**config.mk**
```make
export PLATFORM = sky130hd
export DESIGN_NAME = exact_lza
export DESIGN_NICKNAME = d
export VERILOG_FILES = /design/src/rtl/lza_pkg.sv /design/src/rtl/lza_pgk_cell.sv /design/src/rtl/lza_node.sv /design/src/rtl/exact_lza.sv
export SDC_FILE = /design/constraint.sdc
export NUM_CORES = 1
export LEC_CHECK = 0
export BUFFER_PORTS_ARGS = -buffer_cell sky130_fd_sc_hd__buf_2
export CAP_MARGIN = 20
export CORE_MARGIN = 2
export CORE_UTILIZATION = 58
export DETAILED_ROUTE_END_ITERATION = 6
export GPL_TIMING_DRIVEN = 0
export PLACE_DENSITY = 0.83
export SLEW_MARGIN = 20
export SYNTH_ARGS = -nofsm -noshare
export SYNTH_HDL_FRONTEND = slang
export SYNTH_SLANG_ARGS = --single-unit
```
**constraint.sdc**
```tcl
create_clock -name vclk -period 5.15
set_input_delay 1.03 -clock vclk [all_inputs]
set_output_delay 1.03 -clock vclk [all_outputs]
set_load 0.02 [all_outputs]
```
**src/rtl/lza_pkg.sv**
```systemverilog
// Shared types and helpers for the leading zero anticipator.
// Assumes widths of at least one bit.
package lza_pkg;

    // Per-position carry behaviour of an operand bit pair.
    typedef struct packed {
        logic prop;
        logic gen;
        logic kill;
    } pgk_t;

    // Bits needed to hold a count from 0 up to and including w.
    function automatic int cnt_w(input int w);
        return $clog2(w + 1);
    endfunction

endpackage

```
**src/rtl/lza_pgk_cell.sv**
```systemverilog
// Classifies each operand bit pair as propagate, generate or kill.
// Assumes the second operand has already been inverted for subtraction.
module lza_pgk_cell #(
    parameter int N = 16
) (
    input  logic [N-1:0] x_in,
    input  logic [N-1:0] y_in,
    output logic [N-1:0] prop_o,
    output logic [N-1:0] gen_o,
    output logic [N-1:0] kill_o
);
    import lza_pkg::*;

    pgk_t cls [N];

    for (genvar i = 0; i < N; i++) begin : g_bit
        // Classify one bit position from its two operand bits.
        always_comb begin
            cls[i].prop = x_in[i] ^ y_in[i];
            cls[i].gen  = x_in[i] & y_in[i];
            cls[i].kill = ~(x_in[i] | y_in[i]);
        end

        assign prop_o[i] = cls[i].prop;
        assign gen_o[i]  = cls[i].gen;
        assign kill_o[i] = cls[i].kill;

        // Exactly one class per position.
        always_comb begin
            AST_BIT_CLASS_ONEHOT: assert ($onehot({cls[i].prop, cls[i].gen, cls[i].kill}));
        end
    end

endmodule

```
**src/rtl/lza_node.sv**
```systemverilog
// One block of the anticipation tree, covering W bit positions.
// It builds itself recursively from an upper half of ceil(W/2) bits and a
// lower half of floor(W/2) bits. For both carry-in assumptions it reports
// the block's carry class, an all-zero flag and a leading zero count.
// Assumes W >= 1 and exactly one class set per input position.
module lza_node #(
    parameter int W = 16
) (
    input  logic [W-1:0]                 prop_i,
    input  logic [W-1:0]                 gen_i,
    input  logic [W-1:0]                 kill_i,
    output logic                         blk_prop,
    output logic                         blk_gen,
    output logic                         blk_kill,
    output logic                         zero_ci,
    output logic                         zero_nc,
    output logic [lza_pkg::cnt_w(W)-1:0] cnt_ci,
    output logic [lza_pkg::cnt_w(W)-1:0] cnt_nc
);
    import lza_pkg::*;

    localparam int CW = cnt_w(W);

    if (W == 1) begin : g_leaf
        // A single bit is zero under carry exactly when it propagates.
        always_comb begin
            blk_prop = prop_i[0];
            blk_gen  = gen_i[0];
            blk_kill = kill_i[0];
            zero_ci  = prop_i[0];
            zero_nc  = ~prop_i[0];
            cnt_ci   = CW'(prop_i[0]);
            cnt_nc   = CW'(~prop_i[0]);
        end
    end else begin : g_join
        localparam int WR  = W / 2;
        localparam int WL  = W - WR;
        localparam int CWL = cnt_w(WL);
        localparam int CWR = cnt_w(WR);

        logic           up_p, up_g, up_k, up_zc, up_zn;
        logic           lo_p, lo_g, lo_k, lo_zc, lo_zn;
        logic [CWL-1:0] up_cc, up_cn;
        logic [CWR-1:0] lo_cc, lo_cn;
        logic           carry_up_ci, carry_up_nc;
        logic           up_zero_ci, up_zero_nc;
        logic [CW-1:0]  up_cnt_ci, up_cnt_nc;

        lza_node #(.W(WL)) u_upper (
            .prop_i   (prop_i[W-1:WR]),
            .gen_i    (gen_i[W-1:WR]),
            .kill_i   (kill_i[W-1:WR]),
            .blk_prop (up_p),
            .blk_gen  (up_g),
            .blk_kill (up_k),
            .zero_ci  (up_zc),
            .zero_nc  (up_zn),
            .cnt_ci   (up_cc),
            .cnt_nc   (up_cn)
        );

        lza_node #(.W(WR)) u_lower (
            .prop_i   (prop_i[WR-1:0]),
            .gen_i    (gen_i[WR-1:0]),
            .kill_i   (kill_i[WR-1:0]),
            .blk_prop (lo_p),
            .blk_gen  (lo_g),
            .blk_kill (lo_k),
            .zero_ci  (lo_zc),
            .zero_nc  (lo_zn),
            .cnt_ci   (lo_cc),
            .cnt_nc   (lo_cn)
        );

        // Merge carry classes: the upper half decides unless it propagates.
        always_comb begin
            blk_prop = up_p & lo_p;
            blk_gen  = up_g | (up_p & lo_g);
            blk_kill = up_k | (up_p & lo_k);
        end

        // Carry the lower half hands upward under each assumption.
        always_comb begin
            carry_up_ci = ~lo_k;
            carry_up_nc = lo_g;
        end

        // Pick the upper half's answer that matches the carry it receives.
        always_comb begin
            up_zero_ci = carry_up_ci ? up_zc : up_zn;
            up_zero_nc = carry_up_nc ? up_zc : up_zn;
            up_cnt_ci  = carry_up_ci ? CW'(up_cc) : CW'(up_cn);
            up_cnt_nc  = carry_up_nc ? CW'(up_cc) : CW'(up_cn);
        end

        // Combine flags and counts; extend into the lower half when the upper is all zero.
        always_comb begin
            zero_ci = lo_zc & up_zero_ci;
            zero_nc = lo_zn & up_zero_nc;
            cnt_ci  = up_zero_ci ? (CW'(WL) + CW'(lo_cc)) : up_cnt_ci;
            cnt_nc  = up_zero_nc ? (CW'(WL) + CW'(lo_cn)) : up_cnt_nc;
        end

        // Check that the merged results are consistent with each other.
        always_comb begin
            AST_ZERO_CI_IS_ALL_PROP: assert (zero_ci == blk_prop);
            AST_CLASS_ONEHOT:        assert ($onehot({blk_prop, blk_gen, blk_kill}));
            AST_CNT_CI_BOUNDED:      assert (cnt_ci <= CW'(W));
            AST_CNT_NC_BOUNDED:      assert (cnt_nc <= CW'(W));
            AST_FULL_CNT_CI:         assert (zero_ci == (cnt_ci == CW'(W)));
            AST_FULL_CNT_NC:         assert (zero_nc == (cnt_nc == CW'(W)));
        end
    end

endmodule

```
**src/rtl/exact_lza.sv**
```systemverilog
// Exact leading zero anticipator for an N-bit add or subtract.
// It inverts B for subtraction, classifies the bit pairs, and runs the block
// tree. The subtract flag, acting as the real carry-in, then selects the
// root answer. Purely combinational; the carry out of the top bit is ignored.
module exact_lza #(
    parameter int N = 16
) (
    input  logic [N-1:0]                 a_op,
    input  logic [N-1:0]                 b_op,
    input  logic                         sub_en,
    output logic [lza_pkg::cnt_w(N)-1:0] lz_count
);
    import lza_pkg::*;

    localparam int CW = cnt_w(N);

    logic [N-1:0]  b_eff;
    logic [N-1:0]  prop, gen, kill;
    logic          root_p, root_g, root_k, root_zc, root_zn;
    logic [CW-1:0] root_cc, root_cn;

    // Form the second operand of the carry-save view.
    always_comb begin
        b_eff = sub_en ? ~b_op : b_op;
    end

    lza_pgk_cell #(.N(N)) u_cells (
        .x_in   (a_op),
        .y_in   (b_eff),
        .prop_o (prop),
        .gen_o  (gen),
        .kill_o (kill)
    );

    lza_node #(.W(N)) u_root (
        .prop_i   (prop),
        .gen_i    (gen),
        .kill_i   (kill),
        .blk_prop (root_p),
        .blk_gen  (root_g),
        .blk_kill (root_k),
        .zero_ci  (root_zc),
        .zero_nc  (root_zn),
        .cnt_ci   (root_cc),
        .cnt_nc   (root_cn)
    );

    // Choose the root answer for the actual carry-in.
    always_comb begin
        lz_count = sub_en ? root_cc : root_cn;
    end

    // Check the final count against the operands directly.
    always_comb begin
        AST_COUNT_NOT_ABOVE_N: assert (lz_count <= CW'(N));
        AST_EQUAL_SUB_FULL:    assert (!(sub_en && a_op == b_op) || lz_count == CW'(N));
        AST_ROOT_CLASS_ONEHOT: assert ($onehot({root_p, root_g, root_k}));
        AST_ROOT_FLAG_COUNT:   assert ((sub_en ? root_zc : root_zn) == (lz_count == CW'(N)));
    end

endmodule

```
* After elaboration in Yosys (flattened, before gate mapping)
Index checks and enable logic that the tools add are counted.
Word-level totals: register bits 0, input port bits 33, output and inout port bits 5
Cells by class: add/subtract/negate cells 30, multiplexer cells 92, bitwise operators 148
Operators by type and width (number):
- $and A1 B1 Y1 | 64
- $mux W2 | 24
- $mux W1 | 46
- $or A1 B1 Y1 | 37
- $mux W3 | 12
- $add A1 B1 Y2 const A | 16
- $not A1 Y1 | 30
- $add A2 B2 Y3 const A | 8
- $mux W4 | 6
- $add A3 B3 Y4 const A | 4
- $mux W16 | 1
- $not A16 Y16 | 1
- $xor A1 B1 Y1 | 16
- $mux W5 | 3
- $add A4 B4 Y5 const A | 2

* Depth between registers and ports, before layout
depth in word-level cells 13, mapped depth 14

* By module
Synthesis repeated with hierarchy kept, for this count alone.
Unflattened totals: cell total of the unflattened synthesis 572, area total of the unflattened synthesis 4196.5 µm²
By module, submodules not included:
- lza_node (u_root.g_join.u_lower.g_join.u_lower.g_join.u_lower ...) | instances 8, cells an instance 18, area each 125.1 µm²
- lza_node (u_root.g_join.u_lower.g_join.u_lower ...) | instances 4, cells an instance 28, area each 201.4 µm²
- lza_node (u_root.g_join.u_lower.g_join.u_lower.g_join.u_lower.g_join.u_lower ...) | instances 16, cells an instance 7, area each 48.8 µm²
- lza_node (u_root.g_join.u_lower ...) | instances 2, cells an instance 36, area each 265.3 µm²
- lza_pgk_cell | instances 1, cells an instance 64, area each 520.5 µm²
- lza_node (u_root) | instances 1, cells an instance 45, area each 324.1 µm²
- exact_lza | instances 1, cells an instance 23, area each 234.0 µm²

* Worst setup path before layout
Ideal clock, no wire load.
path type input port to output port, start point in sub_en, end point out lz_count[3] in the netlist's numbering, arrival 4.028 ns, data required time 4.120 ns, setup slack 0.092 ns, cell stages on the path 14, buffers on the path 2, cells stage by stage buf_6 -> clkbuf_1 -> xor2_1 -> inv_1 -> ha_1 -> inv_1 -> fa_1 -> nor3b_1 -> o21bai_1 -> nor4_1 -> a22oi_2 -> nor2_1 -> nor2_1 -> o32ai_1
On the way: longest elaborated chain between the ends 12
RTL lines:
- start: declaration | RTL line exact_lza.sv:10 | input logic sub_en,
- $mux W16 | RTL line exact_lza.sv:24 | b_eff = sub_en ? ~b_op : b_op;
- $xor A1 B1 Y1 / $or A1 B1 Y1 (equally long branches) | RTL line lza_pgk_cell.sv:19, lza_pgk_cell.sv:21
- $not A1 Y1, on equally long branches | RTL line lza_node.sv:33, lza_pgk_cell.sv:21, lza_node.sv:31
- $add A1 B1 Y2, or another cell as far along | RTL line lza_node.sv:101 | cnt_nc = up_zero_nc ? (CW'(WL) + CW'(lo_cn)) : up_cnt_nc;
- $mux W2, or another cell as far along | RTL line lza_node.sv:101
- $add A2 B2 Y3, or another cell as far along | RTL line lza_node.sv:101
- $mux W3, or another cell as far along | RTL line lza_node.sv:101
- $add A3 B3 Y4, or another cell as far along | RTL line lza_node.sv:101
- $mux W4, or another cell as far along | RTL line lza_node.sv:101
- $add A4 B4 Y5, or another cell as far along | RTL line lza_node.sv:101
- $mux W5, on equally long branches | RTL line lza_node.sv:101, lza_node.sv:100
- $mux W5 * | RTL line exact_lza.sv:50 | lz_count = sub_en ? root_cc : root_cn;
- end: declaration | RTL line exact_lza.sv:11 | output logic [lza_pkg::cnt_w(N)-1:0] lz_count
Mark *: on every way between the ends. The rest lies on a longest branch, timed or not.

* Worst setup path in the final report
start point in sub_en, end point out lz_count[4] in the netlist's numbering
On the way: longest elaborated chain between the ends 12
RTL lines (RTL line):
- $mux W16 | exact_lza.sv:24
- $xor A1 B1 Y1 / $or A1 B1 Y1 (equally long branches) | lza_pgk_cell.sv:19, lza_pgk_cell.sv:21
- $not A1 Y1, on equally long branches | lza_node.sv:33, lza_pgk_cell.sv:21, lza_node.sv:31
- $add A1 B1 Y2, or another cell as far along | lza_node.sv:101
- $mux W2, or another cell as far along | lza_node.sv:101
- $add A2 B2 Y3, or another cell as far along | lza_node.sv:101
- $mux W3, or another cell as far along | lza_node.sv:101
- $add A3 B3 Y4, or another cell as far along | lza_node.sv:101
- $mux W4, or another cell as far along | lza_node.sv:101
- $add A4 B4 Y5, or another cell as far along | lza_node.sv:101
- $mux W5, on equally long branches | lza_node.sv:101, lza_node.sv:100
- $mux W5 * | exact_lza.sv:50
Marked as above.

==> impl_metrics.tcl <==
set metrics [dict create \
    num-nets-final 362 \
    via_per_inst 5.70 \
    yosys-top-cells-area "fa_1, ha_1, inv_1, xor2_1, nor2_1" \
    hold_viol 0 \
    status "finished, final reports clean" \
    io_buffers 37 \
    synth_cell_type_count 52 \
    drt_first_pass_iters 4 \
    layout_common_cells "inv_1, buf_2, nor2_1, ha_1" \
    gp_congestion 0.920 \
    yosysWarnings 0 \
    holdWs_ns 2.54 \
    p_leak_nw 1.04 \
    design_area_um2 2240 \
    maxSlewHeadroom_pct 65.8 \
    start_util_pct 59.2 \
    grt_first_pass_wirelength_um 6820 \
    drc 0 \
    hp-class "primary input to primary output" \
    synth_cells 255 \
    p_per_area_nw_per_um2 176 \
    seq_area_frac_synth_pct 0 \
    place_area_um2 2190 \
    synth_top_area_cell "fa_1" \
    setup_viol_count_final 0 \
    fp.dieW_um 61.9 \
    slew_violations 0 \
    fin_crit_ns 4.91 \
    drive_gt1_share_pct 22.2 \
    grt_usage_pct 23.0 \
    postRouteAntennaNets 0 \
    synth.avg_cell_area_um2 7.62 \
    cts_hold_buf 0 \
    grt_max_degree 11 \
    synth_top_area_share_pct 14.4 \
    die_y_um 61.9 \
    crit_start "sub_en" \
    dpl.cell_count 338 \
    cp-start-kind "primary input" \
    core_area_um2 3280 \
    peakVddDrop_mv 0.0918 \
    n_fill_cell 290 \
    synthesis.area_um2 1940 \
    setup.worst_path.class "primary input to primary output" \
    wl_per_cell_um 12.9 \
    dp_slack_ns -0.292 \
    drt_wl_total_um 4380 \
    fin_util_pct 68.2 \
    period_share_pct 95.3 \
    ios 38 \
    hold_end "lz_count[4]" \
    seq_cells 0 \
    grt_pass1_vias 1645 \
    layout_setup_ws_ns 0.240 \
    antenna_found_initial 0 \
    arrival_ns 3.88 \
    cap_violations 0 \
    required_ns 4.12 \
    drt-initial-drc-count 171 \
    die_area_um2 3830 \
    syn_to_final_growth_pct 15.3 \
    critical_path.max_fanout 10 \
    nClkBuffers 0 \
    regArea_um2 0 \
    num_vias 1931 \
    dp_hpwl_um 3610 \
    crit_path_end_kind "primary output" \
    num_rows 21 \
    final_common_cell "inv_1" \
    grt_overflow 0 \
    final_cells 339 \
    clock.fmax_mhz 204 \
    n_antenna_cell 0 \
    worstHoldStart "sub_en" \
    syn-num-nets 322 \
    hold_path_depth 4 \
    tightest_slew_ns 0.506 \
]
-- worst max-delay path, cell delays in order --
cell and delay (ns):
buf_6 0.12, buf_6 0.19, xor2_2 0.16, inv_1 0.06, ha_1 0.17, inv_1 0.06, fa_1 0.47, and3b_1 0.27
o21ai_0 0.17, mux2i_1 0.29, buf_4 0.16, nand2_1 0.05, or3_1 0.31, o21ai_1 0.17, buf_2 0.19
-- how the worst max path moves through the flow --
| stage | end | slack (ns) | cells past startpoint |
|---|---|---|---|
| 2_1_floorplan | lz_count[3] | 0.09 | 14 |
| 3_3_place_gp | lz_count[0] | -0.26 | 15 |
| 5_1_grt | lz_count[3] | -0.002 | 14 |
| 3_5_place_dp | lz_count[0] | -0.29 | 13 |
| 6_report | lz_count[4] | 0.24 | 15 |
| 4_1_cts | lz_count[0] | 0.003 | 13 |
-- metrics by stage --
stage	TNS, ns	total power [mW]
finish	0	0.395
global route	-0.00322	0.439
CTS	0	0.381
detailed placement	-1.22	0.380
global placement	-0.947	0.370
floorplan	0	0.297
-- logic make-up (layout without fill, tap and decap cells) --
family,count (synthesis),after routing,synth area share [%]
multiplexers,8,8,4.38
AND/OR/NAND/NOR,77,77,20.5
XOR/XNOR,20,20,10.6
adder cells (fa/ha/maj),34,34,27.3
AO/OA/AOI/OAI,70,70,28.1
buffers and inverters,46,84,9.27
-- per-layer routing --
| layer | vias to the layer above | track usage (%) | share of wire, % | routed length [µm] |
|---|---|---|---|---|
| met1 | 905 | 29.3 | 42 | 1830 |
| met3 | 8 | 1.86 | 3.9 | 169 |
| met2 | 45 | 43.0 | 53 | 2310 |
| met5 | - | 0 | 0 | 0 |
| met4 | 0 | 3.65 | 1.6 | 72 |
| li1 | 973 | - | - | - |
-- layout make-up --
cell class	instances	area (µm²)	area share (%)
multi-input combinational	209	1800	80.4
timing repair buffer	38	193	8.60
inverter	41	154	6.87
tap	46	57.6	2.57
buffer	5	35.0	1.56
-- power by group --
group          internal [mW]  switching (mW)  total [mW]
sequential                 0               0           0
clock                      0               0           0
combinational          0.164           0.231       0.395
total                  0.164           0.231       0.395
-- Yosys cell counts, types with 5 or more instances --
master    instances
a31oi_1           8
nor3_1            5
a21oi_1           7
xor2_1           15
o21ai_0          10
o22ai_1           6
nor2_1           20
nand2b_1          6
a211oi_1          5
ha_1             20
nor2b_1           8
nand2_1          14
inv_1            41
o211ai_1          5
fa_1             14
nand3_1           9
-- repair_timing --
item	4_1_cts	5_1_grt
gates resized for setup	1	13
endpoints found under the setup margin	5	5
setup buffers	0	1
Power figures use the tool's default switching activity.
